<file path="config.mk">
export PLATFORM = sky130hd
export DESIGN_NAME = csr_core_bridge
export DESIGN_NICKNAME = d
export VERILOG_FILES = /design/src/rtl/csr_core_bridge_pkg.sv /design/src/rtl/bridge_rst_sync.sv /design/src/rtl/bridge_cmd_decode.sv /design/src/rtl/bridge_launch_timer.sv /design/src/rtl/bridge_core_regs.sv /design/src/rtl/csr_core_bridge.sv
export SDC_FILE = /design/constraint.sdc
export NUM_CORES = 1
export LEC_CHECK = 0
export ABC_AREA = 1
export BUFFER_PORTS_ARGS = -buffer_cell sky130_fd_sc_hd__buf_2
export CAP_MARGIN = 20
export CORE_MARGIN = 3
export CORE_UTILIZATION = 49
export CTS_CLUSTER_SIZE = 8
export DETAILED_ROUTE_END_ITERATION = 10
export GPL_ROUTABILITY_DRIVEN = 0
export PLACE_DENSITY = 0.87
export SLEW_MARGIN = 40
export SYNTH_ARGS = -nofsm -noshare
export SYNTH_HDL_FRONTEND = slang
export SYNTH_SLANG_ARGS = --single-unit
</file>
<file path="constraint.sdc">
create_clock -name clk -period 3.6 [get_ports clk]
set_input_delay 0.36 -clock clk [delete_from_list [all_inputs] [get_ports clk]]
set_output_delay 0.36 -clock clk [all_outputs]
set_load 0.05 [all_outputs]
</file>
<file path="src/rtl/csr_core_bridge_pkg.sv">
package csr_core_bridge_pkg;
  localparam int WORD_W    = 64;
  localparam int BYTE_W    = 8;
  localparam int VLD_BIT   = 63;
  localparam int DIR_BIT   = 56;
  localparam int OP_LSB    = 57;
  localparam int OP_W      = 4;
  localparam int SUB_LSB   = 32;
  localparam int SUB_W     = 3;

  localparam logic [OP_W-1:0]  OP_CLK_HIGH = 4'd4;
  localparam logic [OP_W-1:0]  OP_DEFER    = 4'd6;
  localparam logic [SUB_W-1:0] SUB_DATA    = 3'd1;
  localparam logic [SUB_W-1:0] SUB_CTRL    = 3'd2;
  localparam logic [SUB_W-1:0] SUB_DIV_ST  = 3'd3;
  localparam logic [SUB_W-1:0] SUB_RESET   = 3'd7;

  localparam logic [BYTE_W-1:0] STATUS_IDLE = 8'hF8;

  typedef enum logic [2:0] {
    TGT_NONE,
    TGT_CLK_HIGH,
    TGT_DATA,
    TGT_CTRL,
    TGT_CLK_DIV,
    TGT_STATUS,
    TGT_RESET
  } target_e;
endpackage

</file>
<file path="src/rtl/bridge_rst_sync.sv">
module bridge_rst_sync #(
  parameter int STAGES = 2
) (
  input  logic clk,
  input  logic rst_n,
  output logic rst_n_sync
);
  logic [STAGES-1:0] sync_q;

  always_ff @(posedge clk or negedge rst_n) begin
    if (!rst_n) sync_q <= '0;
    else        sync_q <= {sync_q[STAGES-2:0], 1'b1};
  end

  assign rst_n_sync = sync_q[STAGES-1];
endmodule

</file>
<file path="src/rtl/bridge_cmd_decode.sv">
module bridge_cmd_decode
  import csr_core_bridge_pkg::*;
(
  input  logic [OP_W-1:0]  op,
  input  logic [SUB_W-1:0] sub_op,
  input  logic             is_read,
  output target_e          target
);
  always_comb begin
    target = TGT_NONE;
    if (op == OP_CLK_HIGH) begin
      target = TGT_CLK_HIGH;
    end else if (op == OP_DEFER) begin
      case (sub_op)
        SUB_DATA:   target = TGT_DATA;
        SUB_CTRL:   target = TGT_CTRL;
        SUB_DIV_ST: target = is_read ? TGT_STATUS : TGT_CLK_DIV;
        SUB_RESET:  target = TGT_RESET;
        default:    target = TGT_NONE;
      endcase
    end
  end
endmodule

</file>
<file path="src/rtl/bridge_launch_timer.sv">
module bridge_launch_timer #(
  parameter int LATENCY = 2,
  localparam int CNT_W = $clog2(LATENCY + 1)
) (
  input  logic clk,
  input  logic rst_n,
  input  logic launch,
  output logic done
);
  logic [CNT_W-1:0] cnt_q, cnt_d;
  logic             cnt_en;

  always_comb begin
    cnt_d  = cnt_q;
    cnt_en = 1'b0;
    if (launch) begin
      cnt_d  = CNT_W'(LATENCY);
      cnt_en = 1'b1;
    end else if (cnt_q != '0) begin
      cnt_d  = cnt_q - CNT_W'(1);
      cnt_en = 1'b1;
    end
  end

  always_ff @(posedge clk or negedge rst_n) begin
    if (!rst_n)      cnt_q <= '0;
    else if (cnt_en) cnt_q <= cnt_d;
  end

  assign done = (cnt_q == CNT_W'(1));
endmodule

</file>
<file path="src/rtl/bridge_core_regs.sv">
module bridge_core_regs
  import csr_core_bridge_pkg::*;
#(
  parameter logic [BYTE_W-1:0] CLK_HIGH_INIT = 8'h18
) (
  input  logic              clk,
  input  logic              rst_n,
  input  logic              acc_en,
  input  logic              acc_rd,
  input  target_e           target,
  input  logic [BYTE_W-1:0] wdata,
  output logic [BYTE_W-1:0] rdata,
  output logic [BYTE_W-1:0] clk_high,
  output logic [BYTE_W-1:0] clk_div,
  output logic [BYTE_W-1:0] ctrl
);
  logic [BYTE_W-1:0] high_q, high_d, div_q, div_d, ctrl_q, ctrl_d;
  logic [BYTE_W-1:0] data_q, data_d, stat_q, stat_d;
  logic              wr_en;

  assign wr_en = acc_en && !acc_rd;

  always_comb begin
    high_d = high_q;
    div_d  = div_q;
    ctrl_d = ctrl_q;
    data_d = data_q;
    stat_d = stat_q;
    case (target)
      TGT_CLK_HIGH: high_d = wdata;
      TGT_CLK_DIV:  div_d  = wdata;
      TGT_CTRL:     ctrl_d = wdata;
      TGT_DATA:     data_d = wdata;
      TGT_RESET: begin
        div_d  = '0;
        ctrl_d = '0;
        data_d = '0;
        stat_d = STATUS_IDLE;
      end
      default: ;
    endcase
  end

  always_ff @(posedge clk or negedge rst_n) begin
    if (!rst_n) begin
      high_q <= CLK_HIGH_INIT;
      div_q  <= '0;
      ctrl_q <= '0;
      data_q <= '0;
      stat_q <= STATUS_IDLE;
    end else if (wr_en) begin
      high_q <= high_d;
      div_q  <= div_d;
      ctrl_q <= ctrl_d;
      data_q <= data_d;
      stat_q <= stat_d;
    end
  end

  always_comb begin
    case (target)
      TGT_CLK_HIGH: rdata = high_q;
      TGT_DATA:     rdata = data_q;
      TGT_CTRL:     rdata = ctrl_q;
      TGT_STATUS:   rdata = stat_q;
      default:      rdata = '0;
    endcase
  end

  assign clk_high = high_q;
  assign clk_div  = div_q;
  assign ctrl     = ctrl_q;
endmodule

</file>
<file path="src/rtl/csr_core_bridge.sv">
module csr_core_bridge
  import csr_core_bridge_pkg::*;
#(
  parameter int                LATENCY       = 2,
  parameter int                RST_STAGES    = 2,
  parameter logic [BYTE_W-1:0] CLK_HIGH_INIT = 8'h18
) (
  input  logic              clk,
  input  logic              rst_n,
  input  logic              host_wr_en,
  input  logic [WORD_W-1:0] host_wr_data,
  output logic [WORD_W-1:0] host_rd_data,
  output logic [BYTE_W-1:0] eng_clk_high,
  output logic [BYTE_W-1:0] eng_clk_div,
  output logic [BYTE_W-1:0] eng_ctrl
);
  logic              rst_n_sync;
  logic [WORD_W-1:0] cmd_q, cmd_d;
  logic              cmd_en, wr_accept, launch, acc_done;
  target_e           target;
  logic [BYTE_W-1:0] rd_byte;

  bridge_rst_sync #(.STAGES(RST_STAGES)) u_rst (
    .clk(clk), .rst_n(rst_n), .rst_n_sync(rst_n_sync)
  );

  assign wr_accept = host_wr_en && !cmd_q[VLD_BIT];
  assign launch    = wr_accept && host_wr_data[VLD_BIT];

  bridge_launch_timer #(.LATENCY(LATENCY)) u_timer (
    .clk(clk), .rst_n(rst_n_sync), .launch(launch), .done(acc_done)
  );

  bridge_cmd_decode u_dec (
    .op     (cmd_q[OP_LSB +: OP_W]),
    .sub_op (cmd_q[SUB_LSB +: SUB_W]),
    .is_read(cmd_q[DIR_BIT]),
    .target (target)
  );

  bridge_core_regs #(.CLK_HIGH_INIT(CLK_HIGH_INIT)) u_regs (
    .clk     (clk),
    .rst_n   (rst_n_sync),
    .acc_en  (acc_done),
    .acc_rd  (cmd_q[DIR_BIT]),
    .target  (target),
    .wdata   (cmd_q[BYTE_W-1:0]),
    .rdata   (rd_byte),
    .clk_high(eng_clk_high),
    .clk_div (eng_clk_div),
    .ctrl    (eng_ctrl)
  );

  always_comb begin
    cmd_d  = cmd_q;
    cmd_en = 1'b0;
    if (wr_accept) begin
      cmd_d  = host_wr_data;
      cmd_en = 1'b1;
    end else if (acc_done) begin
      cmd_d[VLD_BIT] = 1'b0;
      if (cmd_q[DIR_BIT]) cmd_d[BYTE_W-1:0] = rd_byte;
      cmd_en = 1'b1;
    end
  end

  always_ff @(posedge clk or negedge rst_n_sync) begin
    if (!rst_n_sync)  cmd_q <= '0;
    else if (cmd_en)  cmd_q <= cmd_d;
  end

  assign host_rd_data = cmd_q;
endmodule

</file>
==> reports/results.txt <==
The run finished with clean final reports. For the finished layout, the period the worst path requires is 1.99 ns. The worst setup path is captured at a flop. The run gives 3.05 nW as the standby leakage power. The tools report the total detailed-routing wirelength as 10200 microns. After detailed routing, the average wire length per cell comes to 13.7 microns. The initial utilization of the core area, before any placement, comes to 51.0%. The first global-routing pass estimated 17100 microns of wire. The adder-cell area share of the yosys netlist is 0.591%, and the detailed-route via count is 3716.

The run gives 29 as the number of distinct library cell variants in the gate-level netlist after synthesis. The critical path is of the flop to flop type. The average cell area after synthesis is 8.78 sq um. Of all nets on the critical path, the largest fanout is 16. Clock tree synthesis found a total of 100 sinks. After floorplanning, the core was sized to cover 8300 sq um.

Fill cells in the final layout number 668. The number of antenna violations at the first check in global routing was 1; the post-placement worst setup slack was 1.65 ns. The total overflow left after global routing is 0. The fraction of layout instances using a drive strength above 1 came out at 32.7%. The number of vias per cell was 5.01; the combined global-route utilization of all metal layers was 21.5%. Worst clock skew on the final layout: 0.0101 ns. Family of cells with the greatest summed delay on the critical path: simple AND/OR/NAND/NOR gates. Worst IR drop on VDD: 0.642 mV. Gate count of the mapped netlist: 482.

Entering global routing, the biggest net connects 76 pins. The run gives 155 as the number of I/O pins. In this design, the stage delay of the slowest critical-path cell is 0.50 ns. Startpoint type of the worst setup path: a flop. The total power divided by cell area is 1050 nW/um^2, and the quantity of hold-fixing buffers added after cts is 1. Dividing the final minimum period by the clock period gives 55.2%. The most numerous cell type found on the critical path is sky130_fd_sc_hd__nand2_2. The tool flagged a number of max-cap violations equal to 0. The number of input and output port buffers inserted works out to 154.

The floorplan step defined a die boundary enclosing 9790 sq um. The worst hold path belongs to the class input port to flop. The run gives 0.36 ns as the clock latency on the worst-skew pair.

Count of final hold-check violations: 0. The flip-flop and latch count after synthesis works out to 100. Root buffer cell: sky130_fd_sc_hd__clkbuf_8. Share of the synthesized netlist area taken by xor and xnor gates: 0%. At the worst endpoint, the required time is 3.88 ns. The tools report the final antenna diode count as 0.

The actual transition at the worst max-transition pin came out at 0.645 ns. The longest clock path from root to sink contains 2 buffers. Critical path buffer and inverter count: 1. The logs give 0 for the count of pins over their slew limit and 503 MHz for the maximum clock rate. The run gives 9 as the number of clock buffers inserted by TritonCTS. For the final routed database, the setup TNS stands at 0 ns.

The floorplan has 33 rows. Setup repair after global routing left no endpoint under its margin. The run gives 0 as the count of cells resized by post-cts repair. After detailed routing, the number of remaining DRC violations is 0.

The number of global-route vias before repair was 3612. TritonCTS built the clock tree. By area, the combinational part of the netlist is dominated by simple AND/OR/NAND/NOR gates. The count of routing violations after the opening detailed-route iteration was 104.

Compared with the post-synthesis result, the final layout area differs by 26.0%. The mapped netlist covers 4230 sq um. The clock-pin slew of the registers on the worst-case setup and hold paths is 0.10 ns. The final layout contains 700 nets. The number of nets in the synthesized netlist is 551. Leaving out fill and tap cells, the most frequent cells in the layout are 218 x sky130_fd_sc_hd__nand2_1, 154 x sky130_fd_sc_hd__buf_2, 97 x sky130_fd_sc_hd__dfrtp_1. Least setup slack across all paths after layout: 1.61 ns. The count of nets left with antenna violations once routing finished came out at 0. The most common library cell in the layout ignoring fill and taps was sky130_fd_sc_hd__nand2_1. The complex-gate fraction of the synthesized area is 6.24%, and the length of the first detailed-routing pass in iterations is 4. The worst pin sits at a relative slew slack of 57.0%. The share of cell area taken by muxes after synthesis was 2.13%. The share of the Yosys chip area taken by registers is 59.2%.

The post-synthesis simple-gate area fraction works out to 27.6%. Walking the worst path, the cells encountered are inv_1 > nand2_1 > nor2_2 > nand2_2 > nand2_2 > o21ai_2 > nor3_4 > nor2_1 > a21oi_1. The HPWL after detailed placement is 7510 microns. The vertical extent of the die was 99.0 microns; the width of the chip was 99.0 microns. During synthesis, Yosys emitted a total of 0 warnings. Number of setup violations in the final report: 0.

Data arrives at the worst endpoint at 2.26 ns. The slowest stage of the critical path is the sky130_fd_sc_hd__nor3_4 cell. The clock tree synthesis step divided the H-tree into 3 levels. The number of setup buffers added after CTS is 0.
synth_stat cells (all sizes together):
cell type / instances / area (sq um)
clkinv: 1 / 3.75
nand2: 225 / 860
dfrtp: 98 / 2450
o211ai: 1 / 7.51
ha: 2 / 25.0
o21ai: 27 / 139
conb: 1 / 3.75
clkbuf: 14 / 52.6
dfstp: 2 / 52.6
nor3: 1 / 16.3
buf: 6 / 41.3
mux2: 8 / 90.1
nand3: 19 / 100
o21bai: 4 / 30.0
a21oi: 16 / 87.6
inv: 21 / 78.8
nand4: 8 / 50.1
nor2: 28 / 144
worst min-delay path, stage by stage:
cell and delay (ns):
sky130_fd_sc_hd__buf_2 0.07, sky130_fd_sc_hd__nand2_1 0.04, sky130_fd_sc_hd__nand2_1 0.04
final timing paths:
kind	startpoint	end	slack (ns)	depth (start not counted)
max	host_rd_data[34]	u_regs.ctrl[7]	1.61	9
min	host_wr_data[29]	host_rd_data[29]	0.19	3
max reg2reg	host_rd_data[34]	u_regs.ctrl[7]	1.61	9
min reg2reg	u_rst.sync_q[1]	host_rd_data[47]	0.28	0
max in group asynchronous	u_rst.sync_q[1]	host_rd_data[16]	2.40	2
min in group asynchronous	u_rst.sync_q[1]	host_rd_data[47]	0.28	0
metal layers:
layer | global-route usage, % | vias up | part of all wire (%)
met5 | 0 | - | 0.088
met4 | 9.14 | 2 | 2.3
met3 | 4.74 | 24 | 7.6
met2 | 34.8 | 161 | 48
met1 | 27.9 | 1714 | 42
li1 | - | 1815 | -
kinds of logic (layout without fill, tap and decap cells):
group | after synthesis | after routing
adder cells (fa/ha/maj) | 2 | 2
other | 1 | 1
multiplexers | 8 | 8
buffers and inverters | 42 | 196
AND/OR/NAND/NOR | 281 | 281
AO/OA/AOI/OAI | 48 | 48
flip-flops | 100 | 100
stage by stage:
stage / total power, mW / instances / hold WS (ns) / utilization, % / area [sq um]
2_1_floorplan: 4.09 / 482 / 0.0644 / - / 4230
5_1_grt: 5.92 / 741 / 0.177 / 64.3 / 5330
3_5_place_dp: 4.80 / 724 / 0.147 / 61.3 / 5090
3_3_place_gp: 4.71 / 723 / 0.145 / 61.0 / 5060
6_report: 5.59 / 741 / 0.186 / 64.3 / 5330
4_1_cts: 5.62 / 741 / 0.175 / 64.2 / 5330
cell type report:
class                   instances  area, sq um  area share (%)
flip-flops and latches        100         2510            47.0
inverters                      22         85.1            1.60
clock inverters                 5         82.6            1.55
well taps                     105          131            2.46
clock buffers                  11          151            2.84
multi-input cells             340         1560            29.2
repair buffers                158          816            15.3
flip-flops by register name, summed over array words and instances, names as in the netlist:
name,count
u_regs.data_q,8
host_rd_data,64
u_regs.ctrl,8
u_regs.clk_high,8
u_timer.cnt_q,2
u_regs.clk_div,8
u_rst.sync_q,2
report_power, final:
group | total (mW) | switching [mW] | internal, mW
clock | 0.819 | 0.386 | 0.432
sequential | 1.91 | 0.336 | 1.58
combinational | 2.86 | 2.23 | 0.627
(Power assumes the default switching activity.)
